$ cat src/rtl/ewx_pkg.sv
package ewx_pkg;

    localparam int WORD_W  = 32;
    localparam int LANES   = WORD_W / 8;
    localparam logic [WORD_W-1:0] CODE_BASE = 32'h8000_0000;

    typedef enum logic [2:0] {
        K_DATA,
        K_END,
        K_PRUNE,
        K_ABORT,
        K_ESC,
        K_IDLE
    } kind_e;

    typedef enum logic [1:0] {
        S_HDR,
        S_BODY,
        S_LIT,
        S_TAIL
    } state_e;

    function automatic logic [WORD_W-1:0] bswap32(input logic [WORD_W-1:0] w);
        return {w[7:0], w[15:8], w[23:16], w[31:24]};
    endfunction

    function automatic logic [LANES-1:0] keep_of(input logic [1:0] unused);
        logic [LANES-1:0] k;
        unique case (unused)
            2'd0: k = 4'b1111;
            2'd1: k = 4'b0111;
            2'd2: k = 4'b0011;
            2'd3: k = 4'b0001;
        endcase
        return k;
    endfunction

endpackage

$ cat src/rtl/ewx_classify.sv
module ewx_classify
    import ewx_pkg::*;
(
    input  logic [WORD_W-1:0] word,
    input  logic              swap,
    output kind_e             kind,
    output logic [1:0]        unused
);

    logic [WORD_W-1:0] cmp;

    assign cmp    = swap ? bswap32(word) : word;
    assign unused = cmp[1:0];

    always_comb begin
        if (cmp[WORD_W-1:3] == CODE_BASE[WORD_W-1:3]) begin
            unique case (cmp[2:0])
                3'd0, 3'd1, 3'd2, 3'd3: kind = K_END;
                3'd4:                   kind = K_PRUNE;
                3'd5:                   kind = K_ABORT;
                3'd6:                   kind = K_ESC;
                3'd7:                   kind = K_IDLE;
            endcase
        end else begin
            kind = K_DATA;
        end
    end

endmodule

$ cat src/rtl/ewx_port_pick.sv
module ewx_port_pick #(
    parameter int HDR_WORDS  = 9,
    parameter int FIELD_BYTE = 27,
    parameter int BIT_POS    = 6,
    parameter int PORT_W     = 7,
    localparam int IDX_W     = (HDR_WORDS > 1) ? $clog2(HDR_WORDS) : 1
) (
    input  logic              clk,
    input  logic              rst_n,
    input  logic              hdr_fire,
    input  logic [IDX_W-1:0]  hdr_idx,
    input  logic [31:0]       hdr_word,
    output logic [PORT_W-1:0] port
);

    logic [31:0] field_q;
    logic [31:0] field_d;

    always_comb begin
        field_d = field_q;
        for (int b = 0; b < 4; b++) begin
            for (int f = 0; f < 4; f++) begin
                if (int'(hdr_idx) * 4 + b == FIELD_BYTE + f)
                    field_d[31-8*f -: 8] = hdr_word[31-8*b -: 8];
            end
        end
    end

    always_ff @(posedge clk or negedge rst_n) begin
        if (!rst_n)
            field_q <= '0;
        else if (hdr_fire)
            field_q <= field_d;
    end

    assign port = field_q[BIT_POS +: PORT_W];

endmodule

$ cat src/rtl/escword_frame_unpack.sv
module escword_frame_unpack
    import ewx_pkg::*;
#(
    parameter int HDR_WORDS       = 9,
    parameter int PORT_FIELD_BYTE = 27,
    parameter int PORT_RSHIFT     = 5,
    parameter int PORT_SEL_LSB    = 1,
    parameter int PORT_W          = 7
) (
    input  logic              clk,
    input  logic              rst_n,
    input  logic              cfg_swap,
    input  logic [31:0]       in_word,
    input  logic              in_valid,
    output logic              in_ready,
    output logic [31:0]       m_tdata,
    output logic [3:0]        m_tkeep,
    output logic              m_tlast,
    output logic              m_tvalid,
    input  logic              m_tready,
    output logic              st_valid,
    output logic              st_accept,
    output logic [PORT_W-1:0] st_port
);

    localparam int IDX_W   = (HDR_WORDS > 1) ? $clog2(HDR_WORDS) : 1;
    localparam int BIT_POS = PORT_RSHIFT + PORT_SEL_LSB;
    localparam logic [IDX_W-1:0] HDR_LAST  = IDX_W'(HDR_WORDS - 1);
    localparam logic [1:0]       HOLD_FULL = 2'd2;

    state_e            state_q, state_d;
    logic [IDX_W-1:0]  hdr_idx_q;
    logic [WORD_W-1:0] hold_old_q, hold_new_q;
    logic [1:0]        hold_cnt_q;
    kind_e             kind;
    logic [1:0]        unused;
    logic [PORT_W-1:0] port;
    logic              fire, push, finish, good;

    assign in_ready = !m_tvalid || m_tready;
    assign fire     = in_valid && in_ready;

    ewx_classify u_classify (
        .word   (in_word),
        .swap   (cfg_swap),
        .kind   (kind),
        .unused (unused)
    );

    ewx_port_pick #(
        .HDR_WORDS  (HDR_WORDS),
        .FIELD_BYTE (PORT_FIELD_BYTE),
        .BIT_POS    (BIT_POS),
        .PORT_W     (PORT_W)
    ) u_port_pick (
        .clk      (clk),
        .rst_n    (rst_n),
        .hdr_fire (fire && state_q == S_HDR),
        .hdr_idx  (hdr_idx_q),
        .hdr_word (in_word),
        .port     (port)
    );

    // Transition process
    always_comb begin
        state_d = state_q;
        if (fire) begin
            unique case (state_q)
                S_HDR:  if (hdr_idx_q == HDR_LAST) state_d = S_BODY;
                S_BODY: begin
                    case (kind)
                        K_END, K_ABORT: state_d = S_HDR;
                        K_ESC:          state_d = S_LIT;
                        K_PRUNE:        state_d = S_TAIL;
                        default:        state_d = S_BODY;
                    endcase
                end
                S_LIT:  state_d = S_BODY;
                S_TAIL: state_d = S_HDR;
            endcase
        end
    end

    // Action decode
    always_comb begin
        push   = 1'b0;
        finish = 1'b0;
        good   = 1'b0;
        if (fire) begin
            unique case (state_q)
                S_HDR:  ;
                S_BODY: begin
                    case (kind)
                        K_DATA:  push = 1'b1;
                        K_END:   begin
                            finish = 1'b1;
                            good   = (hold_cnt_q == HOLD_FULL);
                        end
                        K_ABORT: finish = 1'b1;
                        default: ;
                    endcase
                end
                S_LIT:  push   = 1'b1;
                S_TAIL: finish = 1'b1;
            endcase
        end
    end

    always_ff @(posedge clk or negedge rst_n) begin
        if (!rst_n) begin
            state_q   <= S_HDR;
            hdr_idx_q <= '0;
        end else begin
            state_q <= state_d;
            if (fire && state_q == S_HDR)
                hdr_idx_q <= (hdr_idx_q == HDR_LAST) ? '0 : hdr_idx_q + 1'b1;
        end
    end

    // Two-word hold-back
    always_ff @(posedge clk or negedge rst_n) begin
        if (!rst_n) begin
            hold_old_q <= '0;
            hold_new_q <= '0;
            hold_cnt_q <= '0;
        end else if (push) begin
            hold_old_q <= hold_new_q;
            hold_new_q <= in_word;
            hold_cnt_q <= (hold_cnt_q == HOLD_FULL) ? HOLD_FULL : hold_cnt_q + 1'b1;
        end else if (finish) begin
            hold_cnt_q <= '0;
        end
    end

    // Output process
    always_ff @(posedge clk or negedge rst_n) begin
        if (!rst_n) begin
            m_tvalid  <= 1'b0;
            m_tdata   <= '0;
            m_tkeep   <= '0;
            m_tlast   <= 1'b0;
            st_valid  <= 1'b0;
            st_accept <= 1'b0;
            st_port   <= '0;
        end else begin
            if ((push || finish) && hold_cnt_q == HOLD_FULL) begin
                m_tvalid <= 1'b1;
                m_tdata  <= hold_old_q;
                m_tkeep  <= good ? keep_of(unused) : 4'b1111;
                m_tlast  <= finish;
            end else if (m_tready) begin
                m_tvalid <= 1'b0;
            end
            st_valid  <= finish;
            st_accept <= finish && good;
            if (finish)
                st_port <= port;
        end
    end


    stall_hold_chk: assert property (@(posedge clk) disable iff (!rst_n)
        m_tvalid && !m_tready |=> m_tvalid && $stable(m_tdata) && $stable(m_tkeep) && $stable(m_tlast));


    accept_last_chk: assert property (@(posedge clk) disable iff (!rst_n)
        st_valid && st_accept |-> m_tvalid && m_tlast);


    status_pulse_chk: assert property (@(posedge clk) disable iff (!rst_n)
        st_valid |=> !st_valid);


    mid_keep_chk: assert property (@(posedge clk) disable iff (!rst_n)
        m_tvalid && !m_tlast |-> m_tkeep == 4'b1111);


    keep_shape_chk: assert property (@(posedge clk) disable iff (!rst_n)
        m_tvalid |-> m_tkeep inside {4'b0001, 4'b0011, 4'b0111, 4'b1111});


    status_state_chk: assert property (@(posedge clk) disable iff (!rst_n)
        st_valid |-> state_q == S_HDR);

endmodule

$ cat config.mk
export PLATFORM = sky130hd
export DESIGN_NAME = escword_frame_unpack
export DESIGN_NICKNAME = d
export VERILOG_FILES = /design/src/rtl/ewx_pkg.sv /design/src/rtl/ewx_classify.sv /design/src/rtl/ewx_port_pick.sv /design/src/rtl/escword_frame_unpack.sv
export SDC_FILE = /design/constraint.sdc
export NUM_CORES = 1
export LEC_CHECK = 0
export BUFFER_PORTS_ARGS = -buffer_cell sky130_fd_sc_hd__buf_4
export CAP_MARGIN = 20
export CORE_MARGIN = 10
export CORE_UTILIZATION = 40
export CTS_CLUSTER_DIAMETER = 200
export DETAILED_ROUTE_END_ITERATION = 8
export PLACE_DENSITY_LB_ADDON = 0.15
export SYNTH_ARGS = -nofsm -noshare
export SYNTH_HDL_FRONTEND = slang
export SYNTH_SLANG_ARGS = --single-unit
$ cat constraint.sdc
create_clock -name clk -period 5.4 [get_ports clk]
set_clock_uncertainty 0.2 [all_clocks]
set_input_delay 1.62 -clock clk [delete_from_list [all_inputs] [get_ports clk]]
set_output_delay 1.62 -clock clk [all_outputs]
set_load 0.05 [all_outputs]
==> results of run 1 <==
## final cells by class
| class | count | area (um2) | area share, % |
|---|---|---|---|
| clock buffers | 25 | 505.5 | 7.703 |
| multi-input cells | 197 | 1887 | 28.75 |
| repair buffers | 90 | 695.7 | 10.60 |
| inverters | 13 | 48.80 | 0.7436 |
| clock inverters | 6 | 57.56 | 0.8770 |
| flip-flops and latches | 126 | 3153 | 48.05 |
| well taps | 172 | 215.2 | 3.279 |
## logic make-up after synthesis
| kind of cell | count (synthesis) | share of synthesized area [%] |
|---|---|---|
| mux | 115 | 24.99 |
| simple gates | 47 | 5.468 |
| buf+inv | 27 | 2.686 |
| compound gates | 25 | 3.606 |
| fa+ha+maj | 8 | 1.936 |
| flops | 126 | 60.97 |
| xor+xnor | 2 | 0.3388 |
## path summary, 6_finish.rpt
path	startpoint	end	slack, ns	depth (start not counted)
min reg2reg	m_tkeep[0]	m_tkeep[0]	0.27	1
max in group asynchronous	rst_n	m_tkeep[0]	3.21	3
max	in_word[8]	m_tdata[27]	1.41	8
max reg2reg	state_q[1]	m_tdata[27]	2.53	9
min in group asynchronous	rst_n	m_tdata[22]	0.82	1
min	m_tkeep[0]	m_tkeep[0]	0.27	1
## registers in the layout, summed over array words and instances, names as in the netlist, 2 cells and up
register             cells
hold_cnt_q               2
state_q                  2
m_tdata                 32
st_port                  7
hdr_idx_q                4
hold_old_q              32
m_tkeep                  4
hold_new_q              32
u_port_pick.field_q      7
## critical path, cell delays in order
cell,delay [ns]
buf_4,0.11
nor4_1,0.67
nand3b_1,0.18
a22oi_2,0.29
a21bo_2,0.41
o21ai_4,0.21
buf_4,0.26
mux2_1,0.33
## placed cells by master (no fill, tap or decap), types with 5 or more instances in the layout
cell / n
dfrtp_1: 126
buf_4: 89
mux2_2: 88
mux2_1: 25
clkbuf_16: 17
inv_1: 13
nand2_1: 13
ha_1: 8
a21oi_1: 6
nand3_1: 5
clkbuf_8: 5
## power by group through the flow
stage / combinational [mW] / clock (mW) / sequential, mW
global route: 1.40 / 1.14 / 1.63
detailed placement: 1.31 / 0 / 1.59
CTS: 1.32 / 1.10 / 1.57
floorplan: 0.602 / 0 / 1.89
global placement: 1.28 / 0 / 1.57
finish: 1.29 / 1.06 / 1.57
## metrics by stage
stage	instances	power [mW]	area [um2]
2_1_floorplan	350	2.491	5171
3_3_place_gp	597	2.852	5972
3_5_place_dp	597	2.899	5972
4_1_cts	628	3.988	6535
5_1_grt	629	4.158	6563
6_report	629	3.926	6563
## per-layer routing
metal / vias up / global-route usage, % / routed length [um]
li1: 1446 / - / -
met5: - / 0 / 0
met3: 15 / 4.737 / 646
met4: 0 / 6.771 / 206
met1: 1594 / 16.33 / 5114
met2: 79 / 18.92 / 4989
==> impl_metrics.py, run 1 <==
metrics = {
    "routing": {
        "dr_total_vias": 3134,
        "drc": 0,
        "via_per_inst": 4.983,
        "routed_wl_mm": 10.96,
        "dr.first_iter.drc_count": 174,
        "ant_nets": 0,
        "drt_first_pass_iters": 4,
        "wire_per_inst_um": 17.42,
    },
    "power": {
        "power_frac_comb_pct": 33.0,
        "p_int_mw": 2.611,
        "swShare_pct": 33.50,
        "seq_power_share_pct": 39.9,
        "p_switching_mw": 1.315,
        "clkPwrFrac_pct": 27.1,
        "p_leak_nw": 3.059,
        "peakVddDrop_mv": 0.2858,
        "power_density_mw_per_mm2": 598.2,
    },
    "synth": {
        "synth_top_cell_area_share_pct": 60.97,
        "mappedNetlistArea_mm2": 0.005171,
        "yosys-top-cells-count": "126 x dfrtp_1, 88 x mux2_2, 25 x mux2_1",
        "synth_ff_type": "dfrtp_1",
        "synth_nets": 395,
        "yosys_warnings": 0,
        "seq_area_frac_synth_pct": 60.97,
        "synth_edf_count": 0,
        "ys_seq_elements": 126,
        "synth_most_common_cell": "dfrtp_1",
        "ys_types": 41,
        "syn_inst": 350,
        "synth_top_area_cell": "dfrtp_1",
        "syn_avg_cell_area_um2": 14.77,
        "async_reset_ff_share_pct": 100.0,
        "ys_top_cells_by_area": "dfrtp_1 61%, mux2_2 19%, mux2_1 5.4%",
    },
    "setup_path": {
        "required_ns": 5.49,
        "end_kind": "flip-flop",
        "critPathKind": "in2reg",
        "start_kind": "primary input",
        "path_max_fanout": 14,
        "arrival_ns": 4.08,
    },
    "grt": {
        "grt_max_degree": 81,
        "antenna_found_initial": 0,
        "grt-ovfl-total": 0,
        "grt_pass1_wl_mm": 18.10,
        "grtUsageTotal_pct": 12.93,
        "grt_pass1_vias": 3419,
    },
    "cts": {
        "h-tree-depth": 4,
        "cts_resized": 0,
        "cts_tree": "done",
        "postCtsSetupBuffers": 0,
        "holdBufCountCts": 0,
        "cts_sinks": 126,
        "clkLatencyLatePin_ns": 0.41,
        "clockBufferDepth": 2,
        "path_clk_slew_ns": 0.05,
        "cts_buffers": 17,
        "cts-root-buf": "clkbuf_16",
    },
    "floorplanning": {
        "fp.dieW_um": 133.7,
        "die_h_um": 133.7,
        "core_mm2": 0.01262,
        "io_pins": 85,
        "start_util_pct": 40.98,
        "fp.dieArea_mm2": 0.01788,
        "row_count": 41,
    },
    "placed_design": {
        "pre_cts_slack_ns": 0.9353,
        "routabilityCongestion": 0.7809,
        "dp_hpwl_mm": 7.854,
        "place.port_buffers": 84,
    },
    "timing": {
        "clock.fmax_mhz": 250.9,
        "slew_viol_final": 0,
        "setup_ws_ns": 1.415,
        "hold_viol": 0,
        "rsz0062_at_grt": "false",
        "maxSlewHeadroom_pct": 40.88,
        "fin_tns_setup_ns": 0,
        "period_minus_slack_ns": 3.985,
        "holdWs_ns": 0.2668,
        "worst_pin_slew_ns": 0.8868,
        "setup_viol": 0,
        "min_period_over_period_pct": 73.80,
    },
    "final_layout": {
        "nets": 490,
        "drive_gt1_share_pct": 47.26,
        "post-route-util_pct": 52.00,
        "diodes": 0,
        "fillers": 1113,
        "syn_to_final_growth_pct": 26.91,
    },
    "run_status": {
        "outcome": "complete, no violations",
    },
    "flow_run": {
        "cap_violations": 0,
    },
    "worst_hold_path": {
        "min_path_type": "reg2reg",
    },
}
Note: power is estimated with default switching activity, not from simulation.
==> run 2, diff against run 1 <==
Clock period 5.4 ns to 4.1 ns, I/O delays scaled along.
==> run 2 against run 1 <==
Global-route usage is 0.42 points lower; sequential share of layout area is 0.52 points lower; cell area is 1.1% higher; first-iteration DRC count is 27% lower; highest routed layer unchanged; clock-buffer cell count is 3 higher; clock power is 41% higher; non-clock buffer count is 4 higher.
==> impl_metrics.py, run 2 (synthesis results as in run 1) <==
metrics = {
    "power": {
        "power_density_mw_per_mm2": 791.0,
        "power_frac_comb_pct": 32.3,
        "p_leak_nw": 3.108,
        "peakVddDrop_mv": 0.3569,
        "clkPwrFrac_pct": 28.5,
        "seq_power_share_pct": 39.2,
        "p_switching_mw": 1.716,
        "swShare_pct": 32.69,
        "p_int_mw": 3.532,
    },
    "final_layout": {
        "layout_common_cells": "126 x dfrtp_1, 93 x buf_4, 88 x mux2_2, 25 x mux2_1, 17 x clkbuf_16",
        "syn_to_final_growth_pct": 28.28,
        "diodes": 0,
        "drive_gt1_share_pct": 48.27,
        "nets": 494,
        "mostFrequentLayoutCell": "dfrtp_1",
        "fillers": 1127,
        "reg.largest.list": "hold_new_q x32, hold_old_q x32, m_tdata x32",
    },
    "timing": {
        "worst_pin_slew_ns": 0.6918,
        "setup_viol": 0,
        "holdWs_ns": 0.2786,
        "period_minus_slack_ns": 3.201,
        "clock.fmax_mhz": 312.4,
        "maxSlewHeadroom_pct": 53.88,
        "slew_viol_final": 0,
        "rsz0062_at_grt": "false",
        "fin_tns_setup_ns": 0,
        "min_period_over_period_pct": 78.07,
        "hold_viol": 0,
    },
    "routing": {
        "routed_wl_mm": 10.51,
        "via_per_inst": 4.909,
        "dr.first_iter.drc_count": 127,
        "drt_first_pass_iters": 4,
        "drc": 0,
        "dr_total_vias": 3112,
        "ant_nets": 0,
        "wire_per_inst_um": 16.58,
    },
    "cts": {
        "clkLatencyLatePin_ns": 0.41,
        "h-tree-depth": 4,
        "path_clk_slew_ns": 0.05,
        "postCtsSetupBuffers": 0,
        "cts_sinks": 126,
        "cts-root-buf": "clkbuf_16",
        "cts_resized": 0,
        "holdBufCountCts": 0,
        "clockBufferDepth": 2,
        "cts_tree": "done",
        "cts_buffers": 17,
    },
    "floorplanning": {
        "core_mm2": 0.01262,
        "row_count": 41,
        "start_util_pct": 40.98,
        "fp.dieArea_mm2": 0.01788,
        "die_h_um": 133.7,
        "fp.dieW_um": 133.7,
        "io_pins": 85,
    },
    "worst_hold_path": {
        "min_path_type": "reg2reg",
        "min_path_cells": 1,
    },
    "grt": {
        "grt-ovfl-total": 0,
        "grt_max_degree": 56,
        "grt_pass1_vias": 3387,
        "antenna_found_initial": 0,
        "grt_pass1_wl_mm": 17.59,
        "grtUsageTotal_pct": 12.50,
    },
    "flow_run": {
        "cap_violations": 0,
    },
    "setup_path": {
        "path_max_fanout": 26,
        "slowest_stage": "nor4_1",
        "start_kind": "primary input",
        "crit_cells": 8,
        "end_kind": "flip-flop",
        "r2r.worst_path.cells": 6,
        "required_ns": 4.19,
        "cp_top_family": "simple AND/OR/NAND/NOR gates",
        "arrival_ns": 3.29,
        "critical_path_buf_inv_count": 2,
        "cp_cell_sequence": "buf_4 > nor4_1 > nand4b_1 > a21oi_1 > a21oi_4 > o21ai_4 > buf_12 > mux2_1",
        "max_stage_delay_ns": 0.57,
        "critPathKind": "in2reg",
    },
    "run_status": {
        "outcome": "complete, no violations",
    },
    "placed_design": {
        "routabilityCongestion": 0.7501,
        "dp_hpwl_mm": 7.635,
        "place.port_buffers": 84,
    },
}
[run 2: cell types whose count changed in the layout (fill, tap and decap cells not counted)]
cell	change
buf_12	+1
buf_16	-1
buf_4	+4
clkbuf_1	-2
clkbuf_8	+5
clkinv_2	-1
clkinvlp_4	-1
[run 2: power by group through the flow]
| stage | clock network (mW) | registers (mW) | logic [mW] |
|---|---|---|---|
| after global placement | 0 | 2.06 | 1.69 |
| after global routing | 1.60 | 2.13 | 1.83 |
| final | 1.49 | 2.06 | 1.70 |
| after CTS | 1.53 | 2.07 | 1.73 |
| after floorplan | 0 | 2.49 | 0.793 |
| after detailed placement | 0 | 2.08 | 1.73 |
[run 2: metrics by stage]
stage | utilization, % | cell area, um2 | power (mW) | instances | setup WS (ns)
final | 52.57 | 6634 | 5.248 | 634 | 0.8992
after global routing | 52.57 | 6634 | 5.557 | 634 | 0.8455
after CTS | 52.57 | 6634 | 5.330 | 634 | 0.8996
after detailed placement | 47.72 | 6022 | 3.811 | 602 | 0.4584
after global placement | 47.72 | 6022 | 3.752 | 602 | 0.5264
after floorplan | - | 5171 | 3.281 | 350 | 0.5925
[run 2: per-layer routing]
metal	routed length, um	track usage [%]	up-vias	part of all wire [%]
met5	0	0	-	0
met4	195	5.985	0	1.9
met3	649	4.962	15	6.2
met2	4804	17.95	87	46
met1	4861	16.06	1554	46
li1	-	-	1456	-
[run 2: path summary, 6_finish.rpt]
path,slack (ns),endpoint,from
setup / recovery,0.90,m_tdata[20],in_word[16]
hold / removal,0.28,m_tdata[12],hold_old_q[12]
min in group asynchronous,0.66,hold_old_q[19],rst_n
hold reg to reg,0.28,m_tdata[12],hold_old_q[12]
setup reg to reg,1.68,hold_old_q[3],m_tvalid
max in group asynchronous,2.17,hold_old_q[4],rst_n
[run 2: worst register-to-register path, delay by kind of cell, from the launching register on]
kind            cells  cell delay, ns
simple gates        2            0.52
compound gates      2            0.43
flops               1            0.39
mux                 1            0.39
buf+inv             1            0.37
[run 2: cell type report]
cell class                 instances  area, um2  area share, %
multi-input combinational        197       1887          28.44
inverter                          13      48.80         0.7356
clock buffer                      28      566.8          8.544
clock inverter                     4      45.04         0.6790
sequential                       126       3153          47.53
timing repair buffer              94      718.2          10.83
tap                              172      215.2          3.244
==> run 3, diff against run 2 <==
Clock period 4.1 ns to 2.75 ns, I/O delays scaled along.
==> run 3 against run 2 <==
Routed wire length grew 2.3%; flip-flop and latch count is the same; via count grew 3.9%; highest routed layer unchanged; power grew 48%; critical endpoint is now m_tdata[23]; largest power group unchanged.
==> impl_metrics.py, run 3 (synthesis results as in run 1) <==
metrics = {
    "timing": {
        "period_minus_slack_ns": 2.648,
        "setup_viol": 0,
        "min_period_over_period_pct": 96.30,
        "hold_viol": 0,
        "holdWs_ns": 0.1240,
        "clock.fmax_mhz": 377.6,
        "maxSlewHeadroom_pct": 57.17,
        "slew_viol_final": 0,
        "fin_tns_setup_ns": 0,
        "rsz0062_at_grt": "false",
        "worst_pin_slew_ns": 0.6425,
    },
    "cts": {
        "holdBufCountCts": 0,
        "h-tree-depth": 4,
        "clkLatencyLatePin_ns": 0.41,
        "cts_buffers": 17,
        "path_clk_slew_ns": 0.05,
        "cts_sinks": 126,
        "clockBufferDepth": 2,
        "cts-root-buf": "clkbuf_16",
        "cts_resized": 0,
        "cts_tree": "done",
        "postCtsSetupBuffers": 0,
    },
    "setup_path": {
        "cp_cell_sequence": "buf_4 > nor4_4 > buf_4 > nand4_1 > a21oi_2 > a21oi_4 > o21ai_4 > buf_12 > mux2_1",
        "required_ns": 2.84,
        "cpMostUsedCell": "buf_4",
        "start_kind": "primary input",
        "end_kind": "flip-flop",
        "slowest_stage": "mux2_1",
        "arrival_ns": 2.74,
        "path_max_fanout": 21,
        "max_stage_delay_ns": 0.34,
        "critPathKind": "in2reg",
    },
    "placed_design": {
        "routabilityCongestion": 0.8443,
        "place_area_mm2": 0.006317,
        "place.port_buffers": 84,
        "dp_hpwl_mm": 7.707,
        "placed_cells": 629,
    },
    "final_layout": {
        "ff_latch_area_mm2": 0.003153,
        "drive_gt1_share_pct": 51.44,
        "layout_common_cells": "126 x dfrtp_1, 117 x buf_4, 88 x mux2_2, 25 x mux2_1, 17 x clkbuf_16",
        "syn_to_final_growth_pct": 33.29,
        "nets": 521,
        "diodes": 0,
        "fin_cells": 658,
        "mostFrequentLayoutCell": "dfrtp_1",
        "fin_area_mm2": 0.006893,
        "multi_input_area_mm2": 0.001954,
        "fillers": 1101,
        "reg.largest.list": "hold_new_q x32, hold_old_q x32, m_tdata x32",
    },
    "flow_run": {
        "cap_violations": 0,
    },
    "grt": {
        "grtUsageTotal_pct": 12.94,
        "grt_max_degree": 63,
        "grt-ovfl-total": 0,
        "grt_pass1_vias": 3524,
        "antenna_found_initial": 0,
        "grt_pass1_wl_mm": 18.31,
    },
    "power": {
        "peakVddDrop_mv": 0.6134,
        "p_leak_nw": 3.243,
        "power_density_mw_per_mm2": 1128,
    },
    "routing": {
        "dr_total_vias": 3232,
        "ant_nets": 0,
        "via_per_inst": 4.912,
        "routed_wl_mm": 10.75,
        "wire_per_inst_um": 16.34,
        "drc": 0,
        "drt_first_pass_iters": 4,
        "dr.first_iter.drc_count": 152,
    },
    "floorplanning": {
        "die_h_um": 133.7,
        "core_mm2": 0.01262,
        "fp.dieArea_mm2": 0.01788,
        "io_pins": 85,
        "start_util_pct": 40.98,
        "row_count": 41,
        "fp.dieW_um": 133.7,
    },
    "worst_hold_path": {
        "min_path_type": "in2async",
    },
    "run_status": {
        "outcome": "complete, no violations",
    },
}
run 3: area by class of cell:
type                    count  share of cell area, %
flip-flops and latches    126                  45.74
well taps                 172                  3.122
clock buffers              22                  6.880
multi-input cells         197                  28.35
repair buffers            121                  13.90
inverters                  13                 0.7079
clock inverters             7                  1.289
run 3: power by group:
part | switching [mW] | leakage [nW] | internal, mW
Sequential | 0.402 | 1.55 | 2.65
Combinational | 1.43 | 1.41 | 1.17
Clock | 0.743 | 0.281 | 1.38
run 3: metrics by stage:
step / util [%] / worst slack [ns] / power [mW]
5_1_grt: 54.62 / 0.04098 / 8.255
4_1_cts: 54.52 / 0.008044 / 7.891
6_report: 54.62 / 0.1016 / 7.774
3_3_place_gp: 50.06 / -0.4312 / 5.637
3_5_place_dp: 50.06 / -0.4130 / 5.730
2_1_floorplan: - / -0.001133 / 4.907
run 3: path summary, 6_finish.rpt:
check                           start             to  slack, ns  cells past startpoint
hold reg to reg            m_tkeep[0]     m_tkeep[0]       0.27                      1
min in group clk           m_tkeep[0]     m_tkeep[0]       0.27                      1
hold / removal                  rst_n    m_tdata[18]       0.12                      1
max in group asynchronous       rst_n  hold_old_q[3]       1.59                      2
setup / recovery           in_word[8]    m_tdata[23]       0.10                      9
setup reg to reg           state_q[1]  hold_new_q[3]       0.35                      6
run 3: worst max-delay path, delay by kind of cell:
kind / cells / cell delay (ns)
compound gates: 3 / 0.54
mux: 1 / 0.34
simple gates: 2 / 0.48
buf+inv: 3 / 0.52
run 3: metal layers:
layer  vias to the layer above  track usage (%)  wire, um
met4                         0            4.716       109
met3                        14            6.165       721
li1                       1501                -         -
met5                         -                0         0
met2                        88            19.25      4949
met1                      1629            15.99      4972
